## src/rtl/rxg_pkg.sv

```systemverilog
package rxg_pkg;
   typedef enum logic [1:0] {
      ST_IDLE   = 2'd0,
      ST_COARSE = 2'd1,
      ST_FINE   = 2'd2,
      ST_LOCK   = 2'd3
   } rxg_state_e;
endpackage

```

## src/rtl/rxg_run_detect.sv

```systemverilog
module rxg_run_detect #(
   parameter int RSSI_W = 10,
   parameter int RUN_W  = 4
) (
   input  logic              clk,
   input  logic              rst_n,
   input  logic              clr,
   input  logic              smp_vld,
   input  logic [RSSI_W-1:0] rssi,
   input  logic [RSSI_W-1:0] thresh,
   input  logic [RUN_W-1:0]  run_len,
   output logic              hit
);
   logic [RUN_W-1:0] run_cnt;
   logic [RUN_W:0]   need;
   logic [RUN_W:0]   seen;
   logic             above;

   assign above = rssi > thresh;
   assign need  = (run_len == '0) ? (RUN_W+1)'(1) : {1'b0, run_len};
   assign seen  = {1'b0, run_cnt} + (RUN_W+1)'(1);
   assign hit   = smp_vld && above && (seen >= need);

   always_ff @(posedge clk) begin
      if (!rst_n || clr) begin
         run_cnt <= '0;
      end else if (smp_vld) begin
         if (!above)
            run_cnt <= '0;
         else if (run_cnt != '1)
            run_cnt <= run_cnt + 1'b1;
      end
   end
endmodule

```

## src/rtl/rxg_budget.sv

```systemverilog
module rxg_budget #(
   parameter int CNT_W      = 6,
   parameter int SETTLE_MIN = 36,
   parameter int SETTLE_MAX = 48
) (
   input  logic [CNT_W-1:0] req_len,
   output logic [CNT_W-1:0] n_coarse,
   output logic [CNT_W-1:0] n_fine
);
   localparam logic [CNT_W-1:0] LO = CNT_W'(SETTLE_MIN);
   localparam logic [CNT_W-1:0] HI = CNT_W'(SETTLE_MAX);

   logic [CNT_W-1:0] eff;

   always_comb begin
      if (req_len < LO)      eff = LO;
      else if (req_len > HI) eff = HI;
      else                   eff = req_len;
      n_coarse = eff >> 1;
      n_fine   = eff - n_coarse;
   end
endmodule

```

## src/rtl/rxg_fine_step.sv

```systemverilog
module rxg_fine_step #(
   parameter int RSSI_W = 10,
   parameter int FG_W   = 6
) (
   input  logic [FG_W-1:0]   cur,
   input  logic [RSSI_W-1:0] rssi,
   input  logic [RSSI_W-1:0] target,
   output logic [FG_W-1:0]   nxt
);
   always_comb begin
      nxt = cur;
      if (rssi > target) begin
         if (cur != '0) nxt = cur - 1'b1;
      end else if (rssi < target) begin
         if (cur != '1) nxt = cur + 1'b1;
      end
   end
endmodule

```

## src/rtl/rx_gain_ctrl.sv

```systemverilog
module rx_gain_ctrl
   import rxg_pkg::*;
#(
   parameter int RSSI_W     = 10,
   parameter int CG_W       = 2,
   parameter int FG_W       = 6,
   parameter int RUN_W      = 4,
   parameter int CNT_W      = 6,
   parameter int TO_W       = 12,
   parameter int SETTLE_MIN = 36,
   parameter int SETTLE_MAX = 48
) (
   input  logic              clk,
   input  logic              rst_n,
   input  logic              smp_vld,
   input  logic [RSSI_W-1:0] rssi,
   input  logic              pkt_end,
   input  logic [RSSI_W-1:0] cfg_thresh,
   input  logic [RSSI_W-1:0] cfg_target,
   input  logic [RUN_W-1:0]  cfg_run_len,
   input  logic [CNT_W-1:0]  cfg_settle_len,
   input  logic [TO_W-1:0]   cfg_timeout,
   input  logic [CG_W-1:0]   cfg_idle_coarse,
   input  logic [FG_W-1:0]   cfg_idle_fine,
   output logic [CG_W-1:0]   gain_coarse,
   output logic [FG_W-1:0]   gain_fine,
   output logic              det_pulse,
   output logic              gain_locked
);
   localparam logic [TO_W-1:0] TO_ONE = TO_W'(1);

   initial begin
      if (SETTLE_MIN < 2 || SETTLE_MIN > SETTLE_MAX)
         $error("rx_gain_ctrl: settle range is empty");
      if ((1 << CNT_W) <= SETTLE_MAX)
         $error("rx_gain_ctrl: CNT_W too narrow for SETTLE_MAX");
      if (CG_W > RSSI_W)
         $error("rx_gain_ctrl: CG_W wider than RSSI_W");
   end

   rxg_state_e        state;
   logic [CNT_W-1:0]  settle_cnt;
   logic [TO_W-1:0]   hold_cnt;
   logic [RSSI_W-1:0] peak;
   logic [RSSI_W-1:0] peak_nxt;
   logic [CG_W-1:0]   g_c;
   logic [FG_W-1:0]   g_f;
   logic [FG_W-1:0]   g_f_nxt;
   logic              det_q;
   logic              hit;
   logic [CNT_W-1:0]  n_coarse;
   logic [CNT_W-1:0]  n_fine;
   logic [TO_W-1:0]   to_last;

   rxg_run_detect #(.RSSI_W(RSSI_W), .RUN_W(RUN_W)) i_run (
      .clk     (clk),
      .rst_n   (rst_n),
      .clr     (state != ST_IDLE),
      .smp_vld (smp_vld),
      .rssi    (rssi),
      .thresh  (cfg_thresh),
      .run_len (cfg_run_len),
      .hit     (hit)
   );

   rxg_budget #(.CNT_W(CNT_W), .SETTLE_MIN(SETTLE_MIN), .SETTLE_MAX(SETTLE_MAX)) i_budget (
      .req_len  (cfg_settle_len),
      .n_coarse (n_coarse),
      .n_fine   (n_fine)
   );

   rxg_fine_step #(.RSSI_W(RSSI_W), .FG_W(FG_W)) i_step (
      .cur    (g_f),
      .rssi   (rssi),
      .target (cfg_target),
      .nxt    (g_f_nxt)
   );

   assign peak_nxt = (rssi > peak) ? rssi : peak;
   assign to_last  = ((cfg_timeout == '0) ? TO_ONE : cfg_timeout) - TO_ONE;

   always_ff @(posedge clk) begin
      if (!rst_n) begin
         state      <= ST_IDLE;
         settle_cnt <= '0;
         hold_cnt   <= '0;
         peak       <= '0;
         g_c        <= '1;
         g_f        <= '1;
         det_q      <= 1'b0;
      end else begin
         det_q <= 1'b0;
         unique case (state)
            ST_IDLE: begin
               g_c        <= cfg_idle_coarse;
               g_f        <= cfg_idle_fine;
               settle_cnt <= '0;
               hold_cnt   <= '0;
               peak       <= '0;
               if (hit) begin
                  det_q <= 1'b1;
                  state <= ST_COARSE;
               end
            end
            ST_COARSE: begin
               if (smp_vld) begin
                  peak <= peak_nxt;
                  if (settle_cnt == n_coarse - 1'b1) begin
                     g_c        <= ~peak_nxt[RSSI_W-1 -: CG_W];
                     settle_cnt <= '0;
                     state      <= ST_FINE;
                  end else begin
                     settle_cnt <= settle_cnt + 1'b1;
                  end
               end
            end
            ST_FINE: begin
               if (smp_vld) begin
                  g_f <= g_f_nxt;
                  if (settle_cnt == n_fine - 1'b1) begin
                     settle_cnt <= '0;
                     state      <= ST_LOCK;
                  end else begin
                     settle_cnt <= settle_cnt + 1'b1;
                  end
               end
            end
            ST_LOCK: begin
               if (pkt_end || (smp_vld && hold_cnt == to_last)) begin
                  g_c   <= cfg_idle_coarse;
                  g_f   <= cfg_idle_fine;
                  state <= ST_IDLE;
               end else if (smp_vld) begin
                  hold_cnt <= hold_cnt + 1'b1;
               end
            end
            default: state <= ST_IDLE;
         endcase
      end
   end

   assign gain_coarse = g_c;
   assign gain_fine   = g_f;
   assign det_pulse   = det_q;
   assign gain_locked = (state == ST_LOCK);
endmodule

```

## config.mk

```make
export PLATFORM = sky130hd
export DESIGN_NAME = rx_gain_ctrl
export DESIGN_NICKNAME = d
export VERILOG_FILES = /design/src/rtl/rxg_pkg.sv /design/src/rtl/rxg_run_detect.sv /design/src/rtl/rxg_budget.sv /design/src/rtl/rxg_fine_step.sv /design/src/rtl/rx_gain_ctrl.sv
export SDC_FILE = /design/constraint.sdc
export NUM_CORES = 1
export LEC_CHECK = 0
export ABC_AREA = 1
export BUFFER_PORTS_ARGS = -buffer_cell sky130_fd_sc_hd__buf_2
export CORE_AREA = 5 5 104 131
export DETAILED_ROUTE_END_ITERATION = 10
export DIE_AREA = 0 0 109 136
export PLACE_DENSITY_LB_ADDON = 0.15
export SLEW_MARGIN = 20
export SYNTH_ARGS = -nofsm -noshare
export SYNTH_HDL_FRONTEND = slang
export SYNTH_HIERARCHICAL = 1
export SYNTH_SLANG_ARGS = --single-unit
```

## constraint.sdc

```tcl
create_clock -name clk -period 4.3 [get_ports clk]
set_input_delay 0.43 -clock clk [delete_from_list [all_inputs] [get_ports clk]]
set_output_delay 0.43 -clock clk [all_outputs]
set_load 0.02 [all_outputs]
```

## Word level (Yosys, flattened, before mapping)

Cells that the tools add are included.

- $add $sub $neg: 10
- Order comparisons: 7
- Equal/unequal tests: 21
- Multiplexer cells: 36
- Reduce and logical (&&, ||, !) cells: 25
- Bitwise gates (word level): 1

Operators by type and width:

| kind | count |
|---|---|
| 2-to-1 mux 6 bit | 12 |
| 2-to-1 mux 12 bit | 3 |
| one-hot mux 6 bit (3 select lines) | 2 |
| greater-than comparator 10 bit | 3 |
| one-hot mux 12 bit (2 select lines) | 1 |
| 2-to-1 mux 10 bit | 2 |
| one-hot mux 10 bit (2 select lines) | 1 |
| 2-to-1 mux 2 bit | 9 |
| inequality test 2 bit, second input constant | 9 |
| adder 12 x 1 -> 12 bit, second input constant | 1 |
| adder 6 x 1 -> 6 bit, second input constant | 2 |
| equality test 12 bit | 1 |
| equality test 6 bit | 2 |
| zero test 12 bit | 1 |
| 2-to-1 mux 4 bit | 3 |
| AND reduction 6 bit | 2 |
| subtractor 12 x 1 -> 12 bit, second input constant | 1 |
| subtractor 6 x 1 -> 6 bit, second input constant | 2 |
| < comparator 10 bit | 1 |
| AND reduction 3 bit | 3 |
| nonzero test 3 bit | 3 |
| one-hot mux 2 bit (4 select lines) | 1 |
| greater-than comparator 6 bit, second input constant | 1 |
| < comparator 6 bit, second input constant | 1 |
| 24 further kinds | 33 |

- Word-level logic and storage cells: 109
- Output and inout bits: 10
- Bits of input ports: 64
- Register bits after elaboration: 43

## Depth between registers and ports, before layout

Gate-level depths: netlist of the first run.

- Depth in word-level cells: 9
- Depth in mapped cells: 21

## Hierarchy

The synthesis of the first run kept the hierarchy.

Modules (own cells, without submodules):

| module | instances | area an instance (µm²) | seq. area each (µm²) | cells an instance |
|---|---|---|---|---|
| rx_gain_ctrl | 1 | 3178.0 | 780.7 | 487 |
| rxg_fine_step | 1 | 792.0 | 0.0 | 139 |
| rxg_run_detect | 1 | 648.1 | 80.1 | 96 |
| rxg_budget | 1 | 280.3 | 0.0 | 50 |

## Worst setup path before layout of the first run

Ideal clock, no wire load.

- Path type: input-to-reg
- From: input port cfg_settle_len[4]
- To: register settle_cnt[1]
- Cell stages on the path: 17
- Arrival time: 2.955 ns
- Data required time: 4.230 ns
- Path slack: 1.275 ns
- Path buffers: 0
- Setup time: 0.070 ns
- Cell sequence: nand2_4 > nand2_1 > nor2_1 > ha_1 > inv_1 > fa_1 > xor2_1 > nor2_1 > nand2_1 > xor2_1 > xor2_1 > nor2_1 > nand4_1 > nand2_1 > a21boi_0 > nand2_1 > a21oi_1

- Longest elaborated chain between the ends: 9

Ends and longest elaborated chain:

| element | line | text |
|---|---|---|
| from (decl) | rx_gain_ctrl.sv:21 | `input logic [CNT_W-1:0] cfg_settle_len,` |
| greater-than comparator 6 bit | rxg_budget.sv:17 | `else if (req_len > HI) eff = HI;` |
| 2-to-1 mux 6 bit | rxg_budget.sv:17 |  |
| 2-to-1 mux 6 bit * | rxg_budget.sv:16 | `if (req_len < LO) eff = LO;` |
| net n_coarse[0] | rx_gain_ctrl.sv:51 | `logic [CNT_W-1:0] n_coarse;` |
| subtractor 6 x 5 -> 6 bit * | rxg_budget.sv:20 | `n_fine = eff - n_coarse;` |
| net n_fine[2] | rx_gain_ctrl.sv:52 | `logic [CNT_W-1:0] n_fine;` |
| subtractor 6 x 1 -> 6 bit * | rx_gain_ctrl.sv:120 | `if (settle_cnt == n_fine - 1'b1) begin` |
| equality test 6 bit * | rx_gain_ctrl.sv:120 |  |
| 2-to-1 mux 6 bit * | rx_gain_ctrl.sv:120 |  |
| 2-to-1 mux 6 bit * | rx_gain_ctrl.sv:118 | `if (smp_vld) begin` |
| one-hot mux 6 bit (3 select lines) * | rx_gain_ctrl.sv:93 | `unique case (state)` |
| to (signal assigned) | rx_gain_ctrl.sv:113 | `settle_cnt <= settle_cnt + 1'b1;` |
| to (signal assigned) | rx_gain_ctrl.sv:124 | `settle_cnt <= settle_cnt + 1'b1;` |
| to (decl) | rx_gain_ctrl.sv:42 | `logic [CNT_W-1:0] settle_cnt;` |

Mark *: on every way through the listed nets, which the timed path passes. The rest lies on a longest branch. The select of a mux whose other input is x is not followed.
A chain may end at the register's enable or synchronous reset.

## Final worst setup path of the first run

- From: input port cfg_settle_len[4]
- To: register settle_cnt[4]

Same word-level chain as after synthesis.

==> impl_results.md, run 1 <==
* Status: completed
* Post-synth EDFFs at 0
* Worst vdd ir at 0.175 mV
* Cell breakdown of the critical path: buf_2, nand2_4, nand2_1, nor2_1, ha_1, inv_1, fa_1, xor2_1, nor2_1, nand2_1, xor2_1, xor2_1, nor2_1, nand4_1, nand2_1, a21boi_0, nand2_1, a21oi_1
* Type of origin of the critical path: input port
* Critical path's top delay family: simple AND/OR/NAND/NOR gates
* Wire length on met1 at 5.27 mm
* LEAKAGE at 2.69 nW
* Fmax at 0.301 GHz
* Ys async rst share at 0
* Final Util at 0.445
* Synth top area share at 0.176
* Clock root cell: clkbuf_16
* GRT Total Usage at 0.174
* Post-Syn Nets at 888
* Die W at 109 um
* Power per cell area at 329 mW/mm2
* Max Used Layer: met4
* Period utilization at 0.772
* Post-CTS Resized at 0
* Critical Path Fanout Max at 8
* Post-synth top cells: 202 x nand2_1, 114 x inv_1, 70 x nand3_1
* CP required at 4.50 ns
* Die outline height at 136 um
* Initial antenna violation count at 0
* Count of different cell masters after synthesis at 42
* Ports at 74
* Post-synthesis sequential area ratio at 0.176
* Hold crit path type: input port to flop
* Crit-path max cell delay at 0.46 ns
* Hold Vio Cnt, Final at 0
* Adder-cell share of the synthesized area at 0.134
* Vias/cell at 4.90
* MaxCap Viol Count at 0
* Vias in the first global route at 4766
* Fraction of synthesized area in multiplexers at 0
* Clock skew at 0.00916 ns
* Pin count of the biggest net entering global routing at 24
* Post-route ant nets at 0
* Compound-Gate Fraction of Synth Area at 0.106
* Number of setup violations in the final report at 0
* Most instantiated library cell after synthesis: nand2_1
* Clock buffer depth at 2
* TNS Setup at 0 ns
* CP dominant cell by count: nand2_1
* DRT Wirelength at 12.5 mm
* Synth Register Bits at 43
* H-Tree Depth at 2
* Setup bufs post-CTS at 0
* Clock insertion delay at the later pin of the skew report at 0.29 ns
* WP data arrival at 3.52 ns
* Yosys top cell by area: dfxtp_1
* Syn_area_per_cell at 6.35 um2
* Share of layout cells above drive strength 1 at 0.162
* Clk sinks at 43
* Initial Util at 0.396
* Final HPWL DP at 10.3 mm
* DR vias at 4894
* Final Max Slew Viols at 0
* Die ar. at 0.0148 mm2
* Placer Congestion at 0.897
* Post-CTS Hold Fix Bufs at 0
* Core ar. at 0.0124 mm2
* First-pass GRT wire length at 21.4 mm
* Final #Nets at 946
* Num rows at 46
* Worst path slowest cell: a21boi_0
* Worst-path clk slew at 0.07 ns
* Worst slew pin tran at 0.759 ns
* DR WL/cell at 12.5 um
* Port bufs at 73
* Synth top area cells: dfxtp_1 18%, nand2_1 15%, ha_1 13%, inv_1 8.7%, nand3_1 7.2%
* Main combinational cell family by area after synthesis: simple AND/OR/NAND/NOR gates
* Buffers & Inverters on Critical Path at 2
* Initial DRT Pass Iterations at 4
* Mapped Cells at 772
* Metal3 WL at 339 um
* GR Overflow Total at 0
* Synth Cell Area at 0.00490 mm2
* Synth Area in Simple Gates at 0.394
* Met2 WL at 6.76 mm
* XOR/XNOR Fraction of Synth Area at 0.0733
* Drc violations at 0
* CTS tree: yes
* # diodes at 0
* RSZ-0062 raised after global routing: false
* DRT iter0 DRCs at 149
* Final worst path period need at 3.32 ns
* Setup CP Type: input port to flop
* Most used DFF post-synth: dfxtp_1
* Worst slew margin at 0.493
* Area grow syn2layout at 12.4%
* Yosys warning count at 6
* Crit end category: flop
* CTS Buf Count at 5
==> cells by family after synthesis <==
group           after synthesis
simple gates                402
xor+xnor                     41
buf+inv                     139
flops                        43
fa+ha+maj                    52
other cells                   2
compound gates               93
==> layer usage <==
layer | global-route usage | vias up
met5 | 0 | -
met4 | 0.0330 | 0
met3 | 0.0185 | 10
met2 | 0.338 | 72
met1 | 0.202 | 2224
li1 | - | 2588
==> registers in the layout, indices dropped and copies added, names as in the netlist <==
signal / flops
hold_cnt: 12
peak: 10
gain_fine: 6
settle_cnt: 6
i_run/run_cnt: 4
gain_coarse: 2
state: 2
det_pulse: 1
==> report_power, final <==
| part | switching [W] | leakage [nW] | total (W) | internal (W) |
|---|---|---|---|---|
| sequential | 0.0000726 | 0.350 | 0.000539 | 0.000466 |
| clock | 0.000175 | 0.0664 | 0.000392 | 0.000218 |
| combinational | 0.000564 | 2.27 | 0.000878 | 0.000314 |
==> final cells by class <==
| cell class | count | area (um2) |
|---|---|---|
| fillers | 1332 | 6870 |
| multi-input cells | 590 | 3480 |
| clock inverters | 3 | 23.8 |
| flip-flops and latches | 43 | 861 |
| well taps | 168 | 210 |
| repair buffers | 73 | 365 |
| clock buffers | 5 | 125 |
| inverters | 117 | 439 |
==> worst paths after layout <==
check,startpoint,end,slack (ns),cells past startpoint
setup / recovery,cfg_settle_len[4],settle_cnt[4],0.98,18
hold / removal,rssi[5],peak[5],0.45,3
setup reg to reg,state[1],settle_cnt[4],1.91,8
hold reg to reg,peak[9],peak[9],0.47,2
==> metrics by stage <==
stage / cells / hold slack, ns / worst slack [ns] / total power, W / area [um2]
after detailed placement: 991 / 0.463 / 0.637 / 0.00142 / 5350
after global routing: 999 / 0.457 / 0.692 / 0.00197 / 5510
after global placement: 991 / 0.458 / 0.843 / 0.00139 / 5350
after floorplan: 772 / 0.443 / 1.27 / 0.00120 / 4900
after CTS: 999 / 0.446 / 0.934 / 0.00182 / 5500
final: 999 / 0.453 / 0.978 / 0.00181 / 5510
==> worst reg2reg max path, delay by kind of cell, from the launching register on <==
kind | cells | cell delay, ns
AOI/OAI and AO/OA | 3 | 0.94
buffers and inverters | 1 | 0.08
adders and majority gates | 1 | 0.41
DFF | 1 | 0.38
and+or+nand+nor | 3 | 0.51
==> placed cells by master (no fill, tap or decap), drive strengths merged <==
master,n
or2,2
a31o,1
o21a,3
o21ai,31
nand2,218
conb,2
nand4,20
a41oi,1
xnor2,17
dfxtp,43
ha,51
nand3,79
clkbuf,5
inv,118
a21o,1
nor3,11
a211oi,2
o211ai,1
o22ai,1
a21oi,50
fa,1
clkinvlp,2
a21boi,2
nand3b,3
nor2,69
xor2,24
buf,73
No activity file was read; power rests on OpenSTA's default activity.
==> inputs of run 2 (changes only) <==
==> constraint.sdc (replaced) <==
create_clock -name clk -period 3.2 [get_ports clk]
set_input_delay 0.32 -clock clk [delete_from_list [all_inputs] [get_ports clk]]
set_output_delay 0.32 -clock clk [all_outputs]
set_load 0.02 [all_outputs]
==> impl_results.md, run 2 (same netlist as run 1, synthesis figures left out) <==
* Status: completed
* Worst r2r src: i_run/run_cnt[0]
* H-Tree Depth at 2 (unchanged)
* Placed Cells at 996 (+0.50%)
* LEAKAGE at 2.71 nW (+0.86%)
* Fin cells at 1004 (+0.50%)
* Initial antenna violation count at 0 (unchanged)
* DR vias at 4972 (+1.6%)
* Regs by FF count: hold_cnt x12, peak x10
* WP data arrival at 2.93 ns (-0.59 ns)
* Worst slew pin tran at 0.802 ns (+0.0429 ns)
* Critical Path Fanout Max at 3 (-5)
* Port bufs at 73 (unchanged)
* Worst Reg2Reg Path Length in Cells at 12 (+4)
* Power per cell area at 440 mW/mm2 (+34%)
* Post-CTS Resized at 0 (unchanged)
* Setup CP Type: input port to flop
* DRT iter0 DRCs at 179 (+20%)
* Reg-to-reg endpoint: state[0]
* Worst slew margin at 0.465 (-0.0286)
* Overall Power at 0.00244 W (+35%)
* Worst Hold End: peak[3]
* GRT Total Usage at 0.173 (-0.000960)
* Footprint of the multi-input gates at 0.00347 mm2 (-0.18%)
* Hold path start: rssi[3]
* Area grow syn2layout at 13.0%
* Worst-path clk slew at 0.07 ns (about the same)
* MaxCap Viol Count at 0 (unchanged)
* Crit-path max cell delay at 0.42 ns (-0.04 ns)
* Final worst path period need at 2.80 ns
* Placer Congestion at 0.905 (+0.89%)
* TNS Setup at 0 ns (unchanged)
* Commonest non-fill, non-tap cell in the layout: nand2_1
* Vias in the first global route at 4935 (+3.5%)
* DR WL/cell at 12.3 um (-1.5%)
* Core ar. at 0.0124 mm2 (unchanged)
* CP required at 3.34 ns (-1.16 ns)
* Period utilization at 0.874
* Cell breakdown of the critical path: buf_2, o21ai_0, nand2_1, nand3_1, ha_1, inv_1, fa_1, xor2_1, nor2_1, nand2_1, xor2_1, xor2_1, nor2_1, nand4_1, nand2_1, nand2_1, nor2_1, nand2_1, nand2_1, a21oi_1
* Ports at 74 (unchanged)
* Initial DRT Pass Iterations at 5 (+1)
* Drc violations at 0 (unchanged)
* Type of origin of the critical path: input port
* Die outline height at 136 um (unchanged)
* RSZ-0062 raised after global routing: false
* Clock insertion delay at the later pin of the skew report at 0.29 ns (about the same)
* Largest Register: hold_cnt
* Clock skew at 0.00663 ns (-0.00253 ns)
* # diodes at 0 (unchanged)
* Vias/cell at 4.95 (+1.1%)
* Share of layout cells above drive strength 1 at 0.166 (+0.00381)
* Worst vdd ir at 0.232 mV (+33%)
* Worst path slowest cell: fa_1
* Clk sinks at 43 (unchanged)
* Hold path cells at 3 (unchanged)
* GR Overflow Total at 0 (unchanged)
* Die W at 109 um (unchanged)
* CTS Buf Count at 5 (unchanged)
* Clock buffer depth at 2 (unchanged)
* CP dominant cell by count: nand2_1
* CTS tree: yes
* FF/Latch Area at 861 um2 (unchanged)
* Commonest non-fill, non-tap cells in the layout: 202 x nand2_1, 114 x inv_1, 73 x buf_2
* Initial Util at 0.396 (unchanged)
* Number of setup violations in the final report at 0 (unchanged)
* Fill cell count at 1338 (+0.45%)
* Fmax at 0.358 GHz
* Die ar. at 0.0148 mm2 (unchanged)
* First-pass GRT wire length at 21.4 mm (+0.16%)
* DRT Wirelength at 12.4 mm (-1.0%)
* Final HPWL DP at 10.2 mm (-1.4%)
* Final #Nets at 951 (+0.53%)
* Crit end category: flop
* Num rows at 46 (unchanged)
* Post-route ant nets at 0 (unchanged)
* Final Max Slew Viols at 0 (unchanged)
* Pin count of the biggest net entering global routing at 24 (unchanged)
* Clock root cell: clkbuf_16
* Setup bufs post-CTS at 0 (unchanged)
* R2R setup slack at 0.92 ns (-0.99 ns)
* Hold Vio Cnt, Final at 0 (unchanged)
* Largest register FFs at 12 (unchanged)
* Hold crit path type: input port to flop
* Post-CTS Hold Fix Bufs at 0 (unchanged)
==> run 2: changes by cell type in the layout (fill, tap and decap cells not counted), sizes merged <==
cell  change
buf       +5
==> run 2: power by group <==
part | switching, W | total, W | leakage, nW | internal (W)
Clock | 0.000237 | 0.000529 | 0.0664 | 0.000292
Sequential | 0.0000960 | 0.000722 | 0.350 | 0.000626
Combinational | 0.000754 | 0.00119 | 2.29 | 0.000433
Total | 0.00109 | 0.00244 | 2.71 | 0.00135
==> run 2: worst max-delay path by stage <==
stage | startpoint | endpoint | slack, ns | cells after the start
5_1_grt | cfg_settle_len[2] | state[1] | 0.05 | 20
4_1_cts | cfg_settle_len[2] | state[0] | 0.41 | 20
6_report | cfg_settle_len[2] | state[0] | 0.40 | 20
3_5_place_dp | cfg_settle_len[2] | state[0] | 0.11 | 20
3_3_place_gp | cfg_settle_len[2] | settle_cnt[5] | 0.29 | 19
2_1_floorplan | cfg_settle_len[4] | settle_cnt[1] | 0.28 | 17
==> run 2: through the flow <==
stage	worst slack [ns]	utilization	instance area, um2	hold WS, ns
final	0.403	0.447	5540	0.341
after global routing	0.0467	0.447	5540	0.351
after CTS	0.412	0.447	5540	0.334
after detailed placement	0.105	0.435	5390	0.467
after global placement	0.291	0.435	5390	0.457
after floorplan	0.285	-	4900	0.443
==> run 2: final cells by class <==
class | count | area share
multi-input cells | 590 | 0.628
flip-flops and latches | 43 | 0.155
inverters | 117 | 0.0793
repair buffers | 78 | 0.0728
well taps | 168 | 0.0380
clock buffers | 5 | 0.0226
clock inverters | 3 | 0.00429
==> run 2: critical path: cells and delay by family <==
kind	cells	cell delay [ns]
simple gates	11	1.01
fa+ha+maj	2	0.56
buf+inv	2	0.17
xor+xnor	3	0.57
compound gates	2	0.30
==> run 2: layer usage <==
layer / global-route usage / vias to the layer above / wire length (um) / part of all wire
li1: - / 2595 / - / -
met1: 0.198 / 2283 / 5290 / 0.43
met2: 0.337 / 80 / 6510 / 0.53
met3: 0.0181 / 14 / 367 / 0.030
met4: 0.0379 / 0 / 206 / 0.017
met5: 0 / - / 0 / 0
==> inputs of run 3 (changes only) <==
--- a/config.mk
+++ b/config.mk
@@ -10,7 +10,7 @@
 export CORE_AREA = 5 5 104 131
 export DETAILED_ROUTE_END_ITERATION = 10
 export DIE_AREA = 0 0 109 136
-export PLACE_DENSITY_LB_ADDON = 0.15
+export PLACE_DENSITY_LB_ADDON = 0.1
 export SLEW_MARGIN = 20
 export SYNTH_ARGS = -nofsm -noshare
 export SYNTH_HDL_FRONTEND = slang
==> impl_results.md, run 3 (same netlist as run 1, synthesis figures left out) <==
* Initial antenna violation count at 0 (unchanged)
* CP Launch Point: cfg_settle_len[4]
* Ports at 74 (unchanged)
* WP data arrival at 2.92 ns (about the same)
* RSZ-0062 raised after global routing: false
* Die ar. at 0.0148 mm2 (unchanged)
* Worst slew pin tran at 0.737 ns (-0.0653 ns)
* Dpl ws at 0.162 ns (+0.0565 ns)
* Met3 usage in global routing at 0.0209 (+0.00285)
* Setup CP Type: input port to flop
* Die outline height at 136 um (unchanged)
* Logic pwr share at 0.487 (about the same)
* Clk pwr share at 0.218 (about the same)
* DRT Wirelength at 12.5 mm (+1.1%)
* Cell Int Power at 0.00135 W (about the same)
* Largest Register: hold_cnt
* Critical Path Fanout Max at 8 (+5)
* Commonest non-fill, non-tap cell in the layout: nand2_1
* Number of setup violations in the final report at 0 (unchanged)
* Clk sinks at 43 (unchanged)
* Vias/cell at 4.86 (-1.9%)
* Core ar. at 0.0124 mm2 (unchanged)
* Net switching power at 0.00109 W (+0.46%)
* Reg-to-reg endpoint: state[1]
* CP required at 3.41 ns (+0.07 ns)
* Final Max Slew Viols at 0 (unchanged)
* Final #Nets at 951 (unchanged)
* Fmax at 0.369 GHz (+3.1%)
* Num rows at 46 (unchanged)
* LEAKAGE at 2.71 nW (unchanged)
* Clock root cell: clkbuf_16
* Largest register FFs at 12 (unchanged)
* GR Overflow Total at 0 (unchanged)
* Post-route ant nets at 0 (unchanged)
* R2R setup slack at 0.87 ns (-0.05 ns)
* M2 GR Usage at 0.339 (+0.00273)
* TNS Setup at 0 ns (unchanged)
* Final instance area at 0.00554 mm2 (unchanged)
* Pin count of the biggest net entering global routing at 24 (unchanged)
* H-Tree Depth at 2 (unchanged)
* Placer Congestion at 0.874 (-3.4%)
* Final HPWL DP at 10.3 mm (+1.2%)
* Min setup slack post-route at 0.487 ns (+0.0838 ns)
* Initial Util at 0.396 (unchanged)
* CP endpoint: settle_cnt[1]
* Hold crit path type: input port to flop
* Final worst path period need at 2.71 ns (-0.0838 ns)
* Worst vdd ir at 0.246 mV (+6.0%)
* Worst-path clk slew at 0.07 ns (about the same)
* Clock insertion delay at the later pin of the skew report at 0.29 ns (about the same)
* Met1 demand-to-capacity share in global routing at 0.197 (-0.000927)
* Power per cell area at 441 mW/mm2 (+0.23%)
* Vias in the first global route at 4704 (-4.7%)
* Regs by FF count: hold_cnt x12, peak x10
* Crit end category: flop
* Post-CTS Resized at 0 (unchanged)
* Clock skew at 0.00520 ns (-0.00144 ns)
* Post-CTS Hold Fix Bufs at 0 (unchanged)
* Hold Vio Cnt, Final at 0 (unchanged)
* Sw Ratio at 0.447 (+0.00100)
* GRT Max-Usage Layer: met2
* CTS tree: yes
* GRT Total Usage at 0.174 (+0.00106)
* Share of layout cells above drive strength 1 at 0.166 (unchanged)
* Worst slew margin at 0.508 (+0.0436)
* Type of origin of the critical path: input port
* Commonest non-fill, non-tap cells in the layout: 202 x nand2_1, 114 x inv_1, 73 x buf_2
* Port bufs at 73 (unchanged)
* MaxCap Viol Count at 0 (unchanged)
* DR vias at 4879 (-1.9%)
* Worst r2r src: i_run/run_cnt[0]
* Reg power frac at 0.296 (about the same)
* Clock buffer depth at 2 (unchanged)
* CTS Buf Count at 5 (unchanged)
* DR WL/cell at 12.5 um (+1.1%)
* Die W at 109 um (unchanged)
* Period utilization at 0.848 (-0.0262)
* Drc violations at 0 (unchanged)
* Placed Area at 0.00539 mm2 (unchanged)
* Status: completed
* Initial DRT Pass Iterations at 4 (-1)
* Area grow syn2layout at 13.0% (unchanged)
* Hold slack at 0.335 ns (-0.00625 ns)
* Setup bufs post-CTS at 0 (unchanged)
* Worst Reg2Reg Path Length in Cells at 12 (unchanged)
* First-pass GRT wire length at 21.1 mm (-1.2%)
* DRT iter0 DRCs at 167 (-6.7%)
* # diodes at 0 (unchanged)
[run 3: cell counts in the layout (fill, tap and decap cells not counted)]
Identical to the previous run, type by type.
[run 3: metrics by stage]
step | utilization | instances | power (W)
after floorplan | - | 772 | 0.00162
after global placement | 0.435 | 996 | 0.00189
after detailed placement | 0.435 | 996 | 0.00192
after CTS | 0.447 | 1004 | 0.00247
after global routing | 0.447 | 1004 | 0.00269
final | 0.447 | 1004 | 0.00244
[run 3: cell type report]
| cell class | count | area [um2] |
|---|---|---|
| clock buffers | 5 | 125 |
| clock inverters | 3 | 23.8 |
| fillers | 1333 | 6840 |
| inverters | 117 | 439 |
| multi-input cells | 590 | 3470 |
| flip-flops and latches | 43 | 861 |
| well taps | 168 | 210 |
| repair buffers | 78 | 403 |
[run 3: worst min path at each step]
stage | from | endpoint | slack [ns] | cells past startpoint
finish | rssi[0] | peak[0] | 0.33 | 3
detailed placement | peak[8] | peak[8] | 0.46 | 2
global route | rssi[7] | peak[7] | 0.35 | 3
floorplan | peak[8] | peak[8] | 0.44 | 2
CTS | rssi[0] | peak[0] | 0.33 | 3
global placement | peak[8] | peak[8] | 0.46 | 2
[run 3: power by group through the flow]
stage,Combinational [W],Sequential [W],Clock [W]
2_1_floorplan,0.000882,0.000734,0
3_3_place_gp,0.00116,0.000731,0
3_5_place_dp,0.00119,0.000732,0
4_1_cts,0.00120,0.000721,0.000548
5_1_grt,0.00139,0.000736,0.000568
6_report,0.00119,0.000723,0.000532
[run 3: worst max-delay path, stage by stage]
cell and delay, ns:
buf_2 0.12, nand2_4 0.11, nand2_1 0.06, nor2_1 0.14, ha_1 0.16, inv_1 0.06, fa_1 0.42, xor2_1 0.29
nor2_1 0.07, nand2_1 0.09, xor2_1 0.18, xor2_1 0.16, nor2_1 0.05, nand4_1 0.08, nand2_1 0.07, a21boi_0 0.20
buf_4 0.17, nand2_1 0.05, a21oi_1 0.12
[run 3: metal layers]
metal | part of all wire | routed length (um)
met2 | 0.54 | 6760
met3 | 0.026 | 326
met5 | 0 | 0
met4 | 0.012 | 155
met1 | 0.42 | 5260
